--- src/rtl/frame_pace_pkg.sv ---
package frame_pace_pkg;

   typedef enum logic [1:0] {
      PACE_OFF   = 2'd0,
      PACE_PASS  = 2'd1,
      PACE_TIMED = 2'd2
   } pace_mode_e;

   localparam int unsigned DEF_PERIOD_W   = 16;
   localparam int unsigned DEF_PRESCALE_W = 6;

endpackage

--- src/rtl/fpt_mode_decode.sv ---
module fpt_mode_decode
   import frame_pace_pkg::*;
#(
   parameter int unsigned PERIOD_W = DEF_PERIOD_W
) (
   input  logic                frame_mode_en,
   input  logic                pace_en,
   input  logic [PERIOD_W-1:0] pace_period,
   output pace_mode_e          mode
);

   logic period_zero;

   assign period_zero = (pace_period == '0);

   always_comb begin
      if (!frame_mode_en) begin
         mode = PACE_OFF;
      end else if (!pace_en || period_zero) begin
         mode = PACE_PASS;
      end else begin
         mode = PACE_TIMED;
      end
   end

endmodule

--- src/rtl/fpt_prescaler.sv ---
module fpt_prescaler #(
   parameter int unsigned PRESCALE_W = 6
) (
   input  logic clk,
   input  logic rst_n,
   input  logic clear,
   input  logic run,
   output logic tick
);

   generate
      if (PRESCALE_W == 0) begin : g_no_div
         assign tick = run && !clear;
      end else begin : g_div
         localparam logic [PRESCALE_W-1:0] LAST = {PRESCALE_W{1'b1}};
         logic [PRESCALE_W-1:0] phase_q;

         always_ff @(posedge clk or negedge rst_n) begin
            if (!rst_n) begin
               phase_q <= '0;
            end else if (clear) begin
               phase_q <= '0;
            end else if (run) begin
               phase_q <= phase_q + 1'b1;
            end
         end

         assign tick = run && !clear && (phase_q == LAST);
      end
   endgenerate

endmodule

--- src/rtl/fpt_period_counter.sv ---
module fpt_period_counter #(
   parameter int unsigned PERIOD_W = 16
) (
   input  logic                clk,
   input  logic                rst_n,
   input  logic                clear,
   input  logic                tick,
   input  logic [PERIOD_W-1:0] pace_period,
   output logic                expire
);

   localparam int unsigned EXT_W = PERIOD_W + 1;

   logic [PERIOD_W-1:0] ticks_q;
   logic [EXT_W-1:0]    ticks_next;

   assign ticks_next = {1'b0, ticks_q} + 1'b1;
   assign expire     = tick && (ticks_next >= {1'b0, pace_period});

   always_ff @(posedge clk or negedge rst_n) begin
      if (!rst_n) begin
         ticks_q <= '0;
      end else if (clear) begin
         ticks_q <= '0;
      end else if (tick) begin
         if (expire) begin
            ticks_q <= '0;
         end else begin
            ticks_q <= ticks_next[PERIOD_W-1:0];
         end
      end
   end

endmodule

--- src/rtl/fpt_req_gate.sv ---
module fpt_req_gate
   import frame_pace_pkg::*;
(
   input  pace_mode_e mode,
   input  logic       frame_present,
   input  logic       expire,
   input  logic       restart,
   output logic       frame_req
);

   always_comb begin
      unique case (mode)
         PACE_PASS:  frame_req = frame_present;
         PACE_TIMED: frame_req = frame_present && expire && !restart;
         default:    frame_req = 1'b0;
      endcase
   end

endmodule

--- src/rtl/frame_pace_timer.sv ---
module frame_pace_timer
   import frame_pace_pkg::*;
#(
   parameter int unsigned PERIOD_W   = DEF_PERIOD_W,
   parameter int unsigned PRESCALE_W = DEF_PRESCALE_W
) (
   input  logic                clk,
   input  logic                rst_n,
   input  logic [PERIOD_W-1:0] pace_period,
   input  logic                pace_en,
   input  logic                frame_mode_en,
   input  logic                frame_present,
   input  logic                data_wr,
   input  logic                data_rd,
   input  logic                alarm_in,
   output logic                alarm_req,
   output logic                frame_req
);

   generate
      if (PERIOD_W < 1 || PERIOD_W > 32) begin : g_bad_period_w
         $error("frame_pace_timer: PERIOD_W must be 1..32");
      end
      if (PRESCALE_W > 16) begin : g_bad_prescale_w
         $error("frame_pace_timer: PRESCALE_W must be 0..16");
      end
   endgenerate

   pace_mode_e mode;
   logic       restart;
   logic       run;
   logic       clear;
   logic       tick;
   logic       expire;

   assign restart = data_wr || data_rd;
   assign run     = (mode == PACE_TIMED) && frame_present;
   assign clear   = restart || !run;

   fpt_mode_decode #(.PERIOD_W(PERIOD_W)) u_mode (
      .frame_mode_en (frame_mode_en),
      .pace_en       (pace_en),
      .pace_period   (pace_period),
      .mode          (mode)
   );

   fpt_prescaler #(.PRESCALE_W(PRESCALE_W)) u_presc (
      .clk   (clk),
      .rst_n (rst_n),
      .clear (clear),
      .run   (run),
      .tick  (tick)
   );

   fpt_period_counter #(.PERIOD_W(PERIOD_W)) u_count (
      .clk         (clk),
      .rst_n       (rst_n),
      .clear       (clear),
      .tick        (tick),
      .pace_period (pace_period),
      .expire      (expire)
   );

   fpt_req_gate u_gate (
      .mode          (mode),
      .frame_present (frame_present),
      .expire        (expire && rst_n),
      .restart       (restart),
      .frame_req     (frame_req)
   );

   assign alarm_req = alarm_in;

endmodule

--- config.mk ---
export PLATFORM = sky130hd
export DESIGN_NAME = frame_pace_timer
export DESIGN_NICKNAME = d
export VERILOG_FILES = /design/src/rtl/frame_pace_pkg.sv /design/src/rtl/fpt_mode_decode.sv /design/src/rtl/fpt_prescaler.sv /design/src/rtl/fpt_period_counter.sv /design/src/rtl/fpt_req_gate.sv /design/src/rtl/frame_pace_timer.sv
export SDC_FILE = /design/constraint.sdc
export NUM_CORES = 1
export LEC_CHECK = 0
export BUFFER_PORTS_ARGS = -buffer_cell sky130_fd_sc_hd__buf_4
export CAP_MARGIN = 10
export CORE_MARGIN = 4
export CORE_UTILIZATION = 57
export CTS_CLUSTER_DIAMETER = 30
export DETAILED_ROUTE_END_ITERATION = 8
export GPL_TIMING_DRIVEN = 1
export PLACE_DENSITY_LB_ADDON = 0.2
export REMOVE_ABC_BUFFERS = 1
export SLEW_MARGIN = 20
export SYNTH_ARGS = -nofsm -noshare
export SYNTH_HDL_FRONTEND = slang
export SYNTH_SLANG_ARGS = --single-unit
--- constraint.sdc ---
create_clock -name clk -period 3.71 [get_ports clk]
set_input_delay 0.5565 -clock clk [delete_from_list [all_inputs] [get_ports clk]]
set_output_delay 0.5565 -clock clk [all_outputs]
set_load 0.01 [all_outputs]
After elaboration in Yosys (flattened, before gate mapping)
Index checks and enable logic that the tools add are counted.
- register bits after elaboration: 22
- input port bits: 24
- reductions and logical operators: 17
- mux-type cells: 8
- add/sub/neg operators: 2
- magnitude comparators: 1
- equal/unequal tests: 3
- operator list (kind ; number):
    two-way mux 16 bit ; 3
    adder 16 x 1 -> 17 bit, second input constant ; 1
    >= comparator 17 x 16 -> 1 bit ; 1
    zero test 16 bit ; 1
    two-way mux 6 bit ; 2
    logical AND 1 bit ; 7
    adder 6 x 1 -> 6 bit, second input constant ; 1
    == test 6 bit, second input constant ; 1
    zero test 1 bit ; 4
    two-way mux 2 bit ; 2
    nonzero test 2 bit ; 2
    logical OR 1 bit ; 3
    == test 2 x 1 -> 1 bit, second input constant ; 1
    == test 2 bit, second input constant ; 1
    one-hot mux 1 bit (2 select lines) ; 1

Depth between registers and ports, before layout
Gate-level depths: netlist of the first run.
- depth after elaboration: 16
- mapped depth: 14
- depth with buffers taken out: 12

Modules after synthesis
Synthesis of the first run repeated with hierarchy kept, for this count alone.
- cells, all modules: 197
- area, all modules: 1800.5 sq um
- by module, submodules not included (module ; seq. area each (sq um) ; cells an instance ; area an instance (sq um) ; times used):
    fpt_period_counter ; 400.4 ; 148 ; 1355.0 ; 1
    fpt_prescaler ; 150.1 ; 28 ; 282.8 ; 1
    fpt_mode_decode ; 0.0 ; 8 ; 62.6 ; 1
    fpt_req_gate ; 0.0 ; 8 ; 55.1 ; 1
    frame_pace_timer ; 0.0 ; 5 ; 45.0 ; 1

Least setup slack after synthesis of the first run
Ideal clock, no wire load.
- path kind: reg2out
- start point: register u_count.ticks_q[0]
- end point: output port frame_req
- data required time: 3.154 ns
- path slack: 0.299 ns
- stages on the path, launching flop included: 14
- buffers on the path: 2
- arrival: 2.854 ns
- cells stage by stage: dfrtp_1 ha_1 inv_1 or3_1 buf_2 nor3_2 xor2_1 ha_1 nand3_1 a2111oi_0 a31o_2 buf_2 nor2_1 o21ai_0
- longest elaborated chain between the ends: 7
- RTL lines (item ; RTL line ; source):
    start: declaration ; fpt_period_counter.sv:14 ; logic [PERIOD_W-1:0] ticks_q;
    start signal: assignment ; fpt_period_counter.sv:29 ; ticks_q <= ticks_next[PERIOD_W-1:0];
    adder 16 x 1 -> 17 bit ; fpt_period_counter.sv:17 ; assign ticks_next = {1'b0, ticks_q} + 1'b1;
    >= comparator 17 x 16 -> 1 bit ; fpt_period_counter.sv:18 ; assign expire = tick && (ticks_next >= {1'b0, pace_period});
    logical AND 1 bit ; fpt_period_counter.sv:18 ;
    logical AND 1 bit ; frame_pace_timer.sv:67 ; .expire (expire && rst_n),
    logical AND 1 bit (2 in a row) ; fpt_req_gate.sv:14 ; PACE_TIMED: frame_req = frame_present && expire && !restart;
    one-hot mux 1 bit (2 select lines) ; fpt_req_gate.sv:12 ; unique case (mode)
    end: declaration ; frame_pace_timer.sv:17 ; output logic frame_req
No other way between the ends.

Worst setup path in the final report of the first run
Ends and elaborated chain as after synthesis.

==> results of run 1 <==
==> through the flow <==
stage / instance area (um2) / util, %
detailed placement: 1930 / 68.2
CTS: 2000 / 70.7
global route: 2130 / 75.1
finish: 2130 / 75.1
floorplan: 1690 / -
global placement: 1930 / 68.2
==> power breakdown <==
| group | internal (mW) | switching (mW) | total (mW) |
|---|---|---|---|
| clock | 0.0600 | 0.0737 | 0.134 |
| sequential | 0.240 | 0.000148 | 0.240 |
| combinational | 0.0230 | 0.0238 | 0.0467 |
==> path summary, 6_finish.rpt <==
check | from | to | cells after the start | slack, ns
hold / removal | rst_n | u_count.ticks_q[3] | 1 | 0.11
max in group asynchronous | rst_n | u_count.ticks_q[2] | 1 | 3.36
setup / recovery | u_count.ticks_q[0] | frame_req | 13 | 0.15
hold reg to reg | u_presc.g_div.phase_q[0] | u_presc.g_div.phase_q[0] | 1 | 0.47
setup reg to reg | u_count.ticks_q[0] | u_count.ticks_q[8] | 14 | 0.50
min in group clk | u_presc.g_div.phase_q[0] | u_presc.g_div.phase_q[0] | 1 | 0.47
==> sequential cells by signal (all words and copies together) (netlist names) <==
signal,flops
u_count.ticks_q,16
u_presc.g_div.phase_q,6
==> cell usage in the layout, fill, tap and decap left out, types with 5 or more instances in the layout <==
cell / count
buf_4: 34
nand2_1: 23
dfrtp_1: 20
ha_1: 17
inv_1: 16
nor2_1: 13
nand3_1: 11
a21o_1: 9
xnor2_1: 8
a22o_1: 7
nor4_1: 5
a2111oi_0: 5
==> layer usage <==
metal  share of wire [%]  wire length, um  GRT usage [%]  vias to the layer above
met5                   0                0              0                        -
met4                0.73               31           6.61                        0
met3                 6.0              258           4.50                        4
met2                  51             2180           35.7                       57
met1                  42             1800           26.8                      804
li1                    -                -              -                      790
==> worst reg2reg max path: stages, from the launching register on <==
cell     delay, ns
dfrtp_1       0.41
buf_4         0.16
nand2_2       0.11
or2_4         0.28
or3_1         0.38
nand2_1       0.10
ha_1          0.14
nand4_1       0.17
nor4_2        0.34
nor3_2        0.08
o21ai_1       0.19
buf_4         0.22
nor3_2        0.07
buf_4         0.17
a221o_1       0.29
==> cell type report <==
| class | count | area [um2] |
|---|---|---|
| sequential | 22 | 553 |
| inverter | 17 | 63.8 |
| tap | 31 | 38.8 |
| fill | 195 | 703 |
| multi-input combinational | 153 | 1180 |
| timing repair buffer | 34 | 255 |
| clock buffer | 4 | 36.3 |
==> cells by family after synthesis <==
logic type,Yosys count,synth area share (%)
adders and majority gates,18,13.1
DFF,22,32.0
AOI/OAI and AO/OA,38,17.1
buffers and inverters,23,5.53
and+or+nand+nor,86,26.7
xor gates and xnor gates,11,5.60
==> timing repair <==
action,in CTS,in global routing
setup endpoints to repair,1,1
buffers inserted,2,5
resized for setup,5,21
endpoints found under the hold margin,0,0
pin swaps,0,12
==> qor.csv, run 1 <==
metric,value,unit
Max Fclk,0.281,GHz
Post-synth top cells,"24 x nand2_1, 22 x dfrtp_1, 18 x ha_1",
Non-Filler Instances,261,
WHS,0.107,ns
"EDFF count, synth",0,
endpoints failing hold,0,
average wire per standard cell,16.4,um
min setup slack post-route,0.153,ns
GRT overflow,0,
GRT Util Overall,21.1,%
Gate Count Post-Synth,198,
# diodes,0,
DRC Markers,0,
dpl ws,0.131,ns
Max clock buf depth,2,
nets@finish,273,
clock buffer count from CTS,3,
Die W,62.9,um
placed cells,250,
Final setup viols,0,
Starting Density,60.8,%
WP buf/inv,2,
Worst Skew,0.00337,ns
hold buffers post-CTS,0,
Worst VDD drop,0.000237,V
core area,2830,um2
io pins,26,
critical path capture point type,output port,
final WL,4.27,mm
"slowest stage delay, CP",0.41,ns
Post-Syn Area,1720,um2
Die Y,62.9,um
outcome,"complete, no violations",
worst path required time,3.15,ns
H-tree levels,1,
fin crit share,95.9,%
most numerous cell in the Yosys netlist,nand2_1,
setup TNS,0,ns
Setup CP Type,flip-flop to output port,
top_reg_cell synth,dfrtp_1,
count of maximum capacitance violations,0,
Crit Path Max Fanout,5,
clk sinks,22,
synth top area cells,"dfrtp_1 32%, ha_1 13%, nand2_1 5.2%",
Synth top area share,32.0,%
min Tclk post-route,3.56,ns
Via density,6.34,
Worst Tran Pin Value,1.20,ns
unrepaired setup endpoints after global routing,false,
clk_lat worst skew,0.31,ns
register area share after synthesis,32.0,%
crit path cell chain,buf_4 -> nand2_2 -> or2_4 -> or3_1 -> nand2_1 -> ha_1 -> nand4_1 -> nor4_2 -> nor3_2 -> o21ai_1 -> nor2_1 -> o21ai_1 -> buf_4,
Synth Warn #,0,
Vias,1655,
die area,3960,um2
Routed Antenna Nets,0,
root buffer selected by CTS,clkbuf_4,
vias in the first global route,1596,
initial antenna violation count,0,
slowest cell on the critical path,dfrtp_1,
Syn Area/Cell,8.69,um2
Top delay family on crit path,simple AND/OR/NAND/NOR gates,
DRT Pass-1 Iters,4,
post-synth top area cell,dfrtp_1,
synthesis-to-finish area growth,23.6,%
Pleak,1.10,nW
PwrDens,198,nW/um2
max_slew headroom,19.7,%
final weighted congestion in routability-driven placement,0.852,
IO Port Bufs,23,
largest net degree at the start of global routing,24,
layout cells sized above 1,27.0,%
Hold Crit Class,input pin to async pin,
register bit total from synthesis,22,
max-slew violation total from the final report,0,
CP startpoint kind,flip-flop,
CTS tree,built,
asr flop ratio synth,100,%
Post-DP HPWL,3.18,mm
Core Rows,19,
final total power,0.420,mW
count of different cell masters after synthesis,37,
Critical Path AT,3.00,ns
initial DRC count,119,
clock slew at reported path FFs,0.12,ns
first-pass GRT wire length,6.85,mm
(Power assumes the default switching activity.)
==> run 2: changes to the inputs <==
--- a/config.mk
+++ b/config.mk
@@ -5,10 +5,11 @@
 export SDC_FILE = /design/constraint.sdc
 export NUM_CORES = 1
 export LEC_CHECK = 0
+export ABC_AREA = 1
 export BUFFER_PORTS_ARGS = -buffer_cell sky130_fd_sc_hd__buf_4
 export CAP_MARGIN = 10
 export CORE_MARGIN = 4
-export CORE_UTILIZATION = 57
+export CORE_UTILIZATION = 58
 export CTS_CLUSTER_DIAMETER = 30
 export DETAILED_ROUTE_END_ITERATION = 8
 export GPL_TIMING_DRIVEN = 1
==> run 2 against run 1 <==
- non-clock buffer count decreased by 11
- synthesized cell count increased by 37%
- final cell count increased by 30%
- power decreased by 1.2%
- wire length decreased by 6.1%
- first-iteration DRC count decreased by 38%
- critical path type unchanged
- largest power group unchanged
- highest routed layer unchanged
==> qor.csv, run 2 <==
metric,value,unit,change
worst path required time,3.15,ns,about the same
footprint of the multi-input gates,1200,um2,+1.6%
Die Y,65.9,um,+4.8%
register area share after synthesis,28.3,%,-3.7 points
Clock Power Share,31.3,%,-0.5 points
Crit Path Max Fanout,17,,+12
Hold Crit Class,input pin to async pin,,
max_slew headroom,52.6,%,+33 points
post-synth top area cell,dfrtp_1,,
final WL,4.01,mm,-6.1%
Largest Register,u_count.ticks_q,,
clock buffer count from CTS,3,,unchanged
Post-synth top cells,"76 x nand2_1, 38 x inv_1, 35 x nor2_1",,
nets@finish,337,,+23%
Largest register FFs,16,,unchanged
Max Fclk,0.292,GHz,+3.9%
Final setup viols,0,,unchanged
final weighted congestion in routability-driven placement,0.889,,+4.4%
r2r setup slk,0.82,ns,+0.32 ns
Setup CP Type,flip-flop to output port,,
initial antenna violation count,0,,unchanged
Post-DP HPWL,3.29,mm,+3.5%
Syn Area/Cell,7.16,um2,-18%
Internal Power,0.323,mW,about the same
Vias,1746,,+5.5%
Die W,65.9,um,+4.8%
r2r startpoint,u_count.ticks_q[0],,
top_reg_cell synth,dfrtp_1,,
count of maximum capacitance violations,0,,unchanged
outcome,"complete, no violations",,
root buffer selected by CTS,clkbuf_4,,
Routed Antenna Nets,0,,unchanged
synthesis-to-finish area growth,10.9,%,
clk sinks,22,,unchanged
dpl ws,0.610,ns,+0.480 ns
CTS tree,built,,
Sequential Power Share,57.8,%,+0.7 points
"most common cell after layout, fill and taps aside",nand2_1,,
Worst VDD drop,0.000192,V,-19%
Logic pwr share,10.9,%,-0.2 points
unrepaired setup endpoints after global routing,false,,
io pins,26,,unchanged
H-tree levels,1,,unchanged
fill cell count,290,,+49%
min setup slack post-route,0.286,ns,+0.133 ns
Synth top area share,28.3,%,-3.7 points
GRT overflow,0,,unchanged
vias in the first global route,1564,,-2.0%
Worst Skew,0.00877,ns,+0.00539 ns
clock slew at reported path FFs,0.12,ns,about the same
DRT Pass-1 Iters,4,,unchanged
core area,3130,um2,+11%
Post-Syn Area,1950,um2,+13%
die area,4350,um2,+9.7%
Gate Count Post-Synth,272,,+37%
Synth Warn #,0,,unchanged
layout cells sized above 1,16.3,%,-11 points
Max clock buf depth,2,,unchanged
Worst Tran Pin Value,0.712,ns,-0.488 ns
count of different cell masters after synthesis,30,,-19%
max-slew violation total from the final report,0,,unchanged
Top Registers,"u_count.ticks_q (16), u_presc.g_div.phase_q (6)",,
endpoints failing hold,0,,unchanged
PwrDens,192,nW/um2,-2.7%
most frequent cells in the layout,"76 x nand2_1, 38 x inv_1, 35 x nor2_1, 23 x buf_4, 22 x dfrtp_1",,
GRT Util Overall,19.7,%,-1.4 points
post-cts sizing count,0,,-5
clk_lat worst skew,0.31,ns,about the same
# diodes,0,,unchanged
post-CTS setup buffers,0,,-2
Core Rows,20,,+1
cells on worst reg2reg path,12,,-2
NetSw,0.0929,mW,-4.9%
WHS,0.106,ns,-0.00150 ns
DRC Markers,0,,unchanged
initial DRC count,74,,-38%
Starting Density,62.2,%,+1.4 points
synth top area cells,"dfrtp_1 28%, nand2_1 15%, ha_1 12%",,
RR Endpoint,u_count.ticks_q[8],,
largest net degree at the start of global routing,24,,unchanged
min Tclk post-route,3.42,ns,-0.133 ns
Pleak,1.22,nW,+11%
CP startpoint kind,flip-flop,,
fin crit share,92.3,%,-3.6 points
switch share,22.4,%,-0.86 points
asr flop ratio synth,100,%,unchanged
average wire per standard cell,11.9,um,-28%
register bit total from synthesis,22,,unchanged
final total power,0.415,mW,-1.2%
IO Port Bufs,23,,unchanged
setup TNS,0,ns,unchanged
most numerous cell in the Yosys netlist,nand2_1,,
critical path capture point type,output port,,
register area,551,um2,-0.45%
"EDFF count, synth",0,,unchanged
Via density,5.17,,-19%
Critical Path AT,2.87,ns,-0.13 ns
first-pass GRT wire length,6.60,mm,-3.6%
hold buffers post-CTS,0,,unchanged
-- run 2: layout make-up --
cell class | count | area share, %
inverter | 39 | 6.78
clock buffer | 4 | 1.68
sequential | 22 | 25.5
multi-input combinational | 206 | 55.5
tap | 44 | 2.55
timing repair buffer | 23 | 8.00
-- run 2: metrics by stage --
stage / instances / util (%) / cell area, um2
after floorplan: 267 / - / 1890
after global placement: 334 / 67.8 / 2120
after detailed placement: 334 / 67.8 / 2120
after CTS: 338 / 69.0 / 2160
after global routing: 338 / 69.0 / 2160
final: 338 / 69.0 / 2160
-- run 2: per-layer routing --
| layer | GRT usage, % | part of all wire (%) | wire, um |
|---|---|---|---|
| met4 | 4.06 | 1.1 | 44 |
| met3 | 4.08 | 5.0 | 199 |
| met5 | 0 | 0 | 0 |
| met2 | 34.7 | 49 | 1960 |
| met1 | 25.0 | 45 | 1810 |
-- run 2: power groups by stage --
stage | Clock [mW] | Combinational (mW) | Sequential, mW
final | 0.130 | 0.0454 | 0.240
after global routing | 0.141 | 0.0533 | 0.240
after CTS | 0.133 | 0.0464 | 0.240
after detailed placement | 0 | 0.0463 | 0.245
after global placement | 0 | 0.0453 | 0.245
after floorplan | 0 | 0.0174 | 0.245
-- run 2: cell families after synthesis --
family	count (synthesis)	synth area share [%]
xor+xnor	12	5.78
buf+inv	44	10.2
flops	22	28.3
compound gates	10	3.15
fa+ha+maj	18	11.6
simple gates	166	41.0
-- run 2: critical path, stage by stage, from the launching register on --
cell,delay [ns]
dfrtp_1,0.44
ha_1,0.25
nand2_2,0.09
nor2_4,0.12
nand2_2,0.10
nor2_4,0.10
nand3_1,0.07
nand2_1,0.06
inv_1,0.05
ha_1,0.28
nand2_1,0.06
nor2_1,0.18
nand2_1,0.08
nor2_1,0.18
nand2_4,0.16
nand3_1,0.10
nand3_1,0.06
nand2_1,0.07
buf_4,0.11
-- run 2: worst max path at each step --
stage / to / slack [ns] / startpoint / depth (start not counted)
2_1_floorplan: frame_req / 0.90 / u_count.ticks_q[0] / 17
3_3_place_gp: frame_req / 0.70 / u_count.ticks_q[0] / 18
3_5_place_dp: frame_req / 0.61 / u_count.ticks_q[0] / 18
4_1_cts: frame_req / 0.25 / u_count.ticks_q[0] / 18
5_1_grt: frame_req / 0.004 / u_count.ticks_q[0] / 18
6_report: frame_req / 0.29 / u_count.ticks_q[0] / 18
==> run 3: changes to the inputs <==
--- a/config.mk
+++ b/config.mk
@@ -7,15 +7,16 @@
 export LEC_CHECK = 0
 export ABC_AREA = 1
 export BUFFER_PORTS_ARGS = -buffer_cell sky130_fd_sc_hd__buf_4
-export CAP_MARGIN = 10
+export CAP_MARGIN = 20
 export CORE_MARGIN = 4
-export CORE_UTILIZATION = 58
+export CORE_UTILIZATION = 59
 export CTS_CLUSTER_DIAMETER = 30
 export DETAILED_ROUTE_END_ITERATION = 8
 export GPL_TIMING_DRIVEN = 1
-export PLACE_DENSITY_LB_ADDON = 0.2
+export PLACE_DENSITY_LB_ADDON = 0.15
 export REMOVE_ABC_BUFFERS = 1
 export SLEW_MARGIN = 20
 export SYNTH_ARGS = -nofsm -noshare
 export SYNTH_HDL_FRONTEND = slang
+export SYNTH_HIERARCHICAL = 1
 export SYNTH_SLANG_ARGS = --single-unit
==> run 3 against run 2 <==
- fmax down 3.9%
- area after synthesis up 8.7%
- sequential share of layout area down 4.0 points
- worst hold slack about the same
- die area up 6.0%
- worst setup slack worse by 0.14 ns
- critical path type unchanged
- clock skew down 0.0041 ns
- global-route usage up 1.4 points
==> qor.csv, run 3 <==
metric,value,unit,change
Gate Count Post-Synth,336,,+24%
Post-DP HPWL,3.42,mm,+3.9%
most numerous cell in the Yosys netlist,nand2_1,,
worst path required time,3.15,ns,about the same
Worst VDD drop,0.000233,V,+21%
CP startpoint kind,flip-flop,,
Synth top area share,26.0,%,-2.3 points
"slowest stage delay, CP",0.44,ns,about the same
CP dominant cell by count,inv_2,,
io pins,26,,unchanged
crit path cell chain,buf_6 -> nand3_4 -> nor2_4 -> buf_6 -> nand4_1 -> xor2_2 -> inv_2 -> ha_4 -> nand4_1 -> nor2_1 -> nand2_1 -> nand3_1 -> nor2_1 -> nand2_2 -> nand2_8 -> inv_2 -> nand2_2 -> inv_2 -> nand3_2 -> a21oi_2 -> buf_4,,
Routed Antenna Nets,0,,unchanged
Hold Crit Class,input pin to async pin,,
clk_lat worst skew,0.32,ns,about the same
Syn Area/Cell,6.30,um2,-12%
Setup CP Type,flip-flop to output port,,
count of different cell masters after synthesis,33,,+10%
slowest cell on the critical path,dfrtp_1,,
first-pass GRT wire length,7.49,mm,+13%
Top delay family on crit path,simple AND/OR/NAND/NOR gates,,
die area,4610,um2,+6.0%
clock slew at reported path FFs,0.12,ns,about the same
register area share after synthesis,26.0,%,-2.3 points
nets@finish,415,,+23%
DRT Pass-1 Iters,4,,unchanged
min Tclk post-route,3.56,ns,+0.139 ns
max-slew violation total from the final report,0,,unchanged
root buffer selected by CTS,clkbuf_4,,
Die Y,67.9,um,+3.0%
top_reg_cell synth,dfrtp_1,,
Via density,4.94,,-4.4%
setup TNS,0,ns,unchanged
# diodes,0,,unchanged
post-synth top area cell,dfrtp_1,,
Vias,2054,,+18%
Worst Tran Pin Value,0.668,ns,-0.0434 ns
"most common cell after layout, fill and taps aside",nand2_1,,
outcome,"complete, no violations",,
GRT Util Overall,21.1,%,+1.4 points
asr flop ratio synth,100,%,unchanged
Critical Path AT,3.01,ns,+0.14 ns
GRT overflow,0,,unchanged
Largest Register,u_count/ticks_q,,
largest net degree at the start of global routing,24,,unchanged
min setup slack post-route,0.147,ns,-0.139 ns
initial DRC count,71,,-4.1%
Post-Syn Area,2120,um2,+8.7%
average wire per standard cell,11.5,um,-3.5%
unrepaired setup endpoints after global routing,true,,
vias in the first global route,1802,,+15%
endpoints failing hold,0,,unchanged
Worst Skew,0.00464,ns,-0.00412 ns
H-tree levels,1,,unchanged
DRC Markers,0,,unchanged
PwrDens,170,nW/um2,-12%
Max Fclk,0.281,GHz,-3.9%
fin crit share,96.1,%,+3.8 points
Final setup viols,0,,unchanged
register bit total from synthesis,22,,unchanged
Post-synth top cells,"112 x nand2_1, 65 x inv_1, 45 x nor2_1",,
synthesis-to-finish area growth,21.6,%,
Synth Warn #,6,,+6
CTS tree,built,,
final WL,4.76,mm,+19%
Crit Path Max Fanout,4,,-13
Starting Density,62.5,%,+0.22 points
count of maximum capacitance violations,0,,unchanged
layout cells sized above 1,23.2,%,+6.9 points
critical path capture point type,output port,,
clk sinks,22,,unchanged
Max clock buf depth,2,,unchanged
dpl ws,0.305,ns,-0.305 ns
final total power,0.438,mW,+5.4%
"EDFF count, synth",0,,unchanged
Pleak,1.45,nW,+18%
core area,3390,um2,+8.4%
synth top area cells,"dfrtp_1 26%, nand2_1 20%, ha_1 12%",,
final weighted congestion in routability-driven placement,0.902,,+1.5%
Largest register FFs,16,,unchanged
hold buffers post-CTS,0,,unchanged
Die W,67.9,um,+3.0%
Core Rows,21,,+5.0%
max_slew headroom,55.4,%,+2.8 points
final instance area,2570,um2,+19%
IO Port Bufs,23,,unchanged
initial antenna violation count,0,,unchanged
DP Area,2320,um2,+9.4%
most frequent cells in the layout,"106 x nand2_1, 59 x inv_1, 42 x nor2_1, 33 x buf_4, 20 x dfrtp_1",,
WP buf/inv,6,,+4
clock buffer count from CTS,3,,unchanged
Top Registers,"u_count/ticks_q (16), u_presc/g_div.phase_q (6)",,
-- run 3: per-layer routing --
metal  up-vias  track usage (%)  share of wire [%]
met1       916             28.4                 46
met4         0             5.21                1.4
li1       1081                -                  -
met3         7             2.13                4.7
met5         -                0                  0
met2        50             36.3                 48
-- run 3: power breakdown --
group	leakage (nW)	internal (mW)	switching (mW)	total [mW]
sequential	0.304	0.240	0.000246	0.240
combinational	1.12	0.0284	0.0326	0.0610
clock	0.0210	0.0601	0.0766	0.137
total	1.45	0.328	0.109	0.438
-- run 3: through the flow --
stage / hold slack, ns / cells / utilization, %
6_report: 0.105 / 416 / 75.9
5_1_grt: 0.108 / 416 / 75.9
4_1_cts: 0.114 / 407 / 70.0
3_5_place_dp: 0.466 / 401 / 68.5
3_3_place_gp: 0.463 / 401 / 68.5
2_1_floorplan: 0.261 / 331 / -
-- run 3: kinds of logic after synthesis --
logic type	count (synthesis)	synth area share, %
adders and majority gates	20	11.8
buffers and inverters	74	13.8
AOI/OAI and AO/OA	16	4.55
xor gates and xnor gates	7	2.90
and+or+nand+nor	197	41.0
DFF	22	26.0
-- run 3: path summary, 6_finish.rpt --
check	slack, ns	from	cells past startpoint	end
max	0.15	u_count/ticks_q[0]	21	frame_req
min	0.11	rst_n	1	u_count/ticks_q[5]
max reg2reg	1.06	u_count/ticks_q[0]	18	u_count/ticks_q[12]
min reg2reg	0.51	u_presc/g_div.phase_q[0]	1	u_presc/g_div.phase_q[0]
max in group asynchronous	3.36	rst_n	1	u_count/ticks_q[8]
min in group clk	0.51	u_presc/g_div.phase_q[0]	1	u_presc/g_div.phase_q[0]
-- run 3: what timing repair did --
action / in CTS / in global routing
hold endpoints to repair: 0 / 0
pin swaps: 0 / 17
gates cloned: 0 / 0
gates resized for setup: 0 / 33
buffers inserted: 2 / 9
endpoints found under the setup margin: 1 / 1
-- run 3: final cells by class --
type                    instances  area (um2)
fillers                       258         816
flip-flops and latches         22         553
multi-input cells             240        1400
well taps                      46        57.6
clock buffers                   4        36.3
inverters                      69         259
repair buffers                 35         270
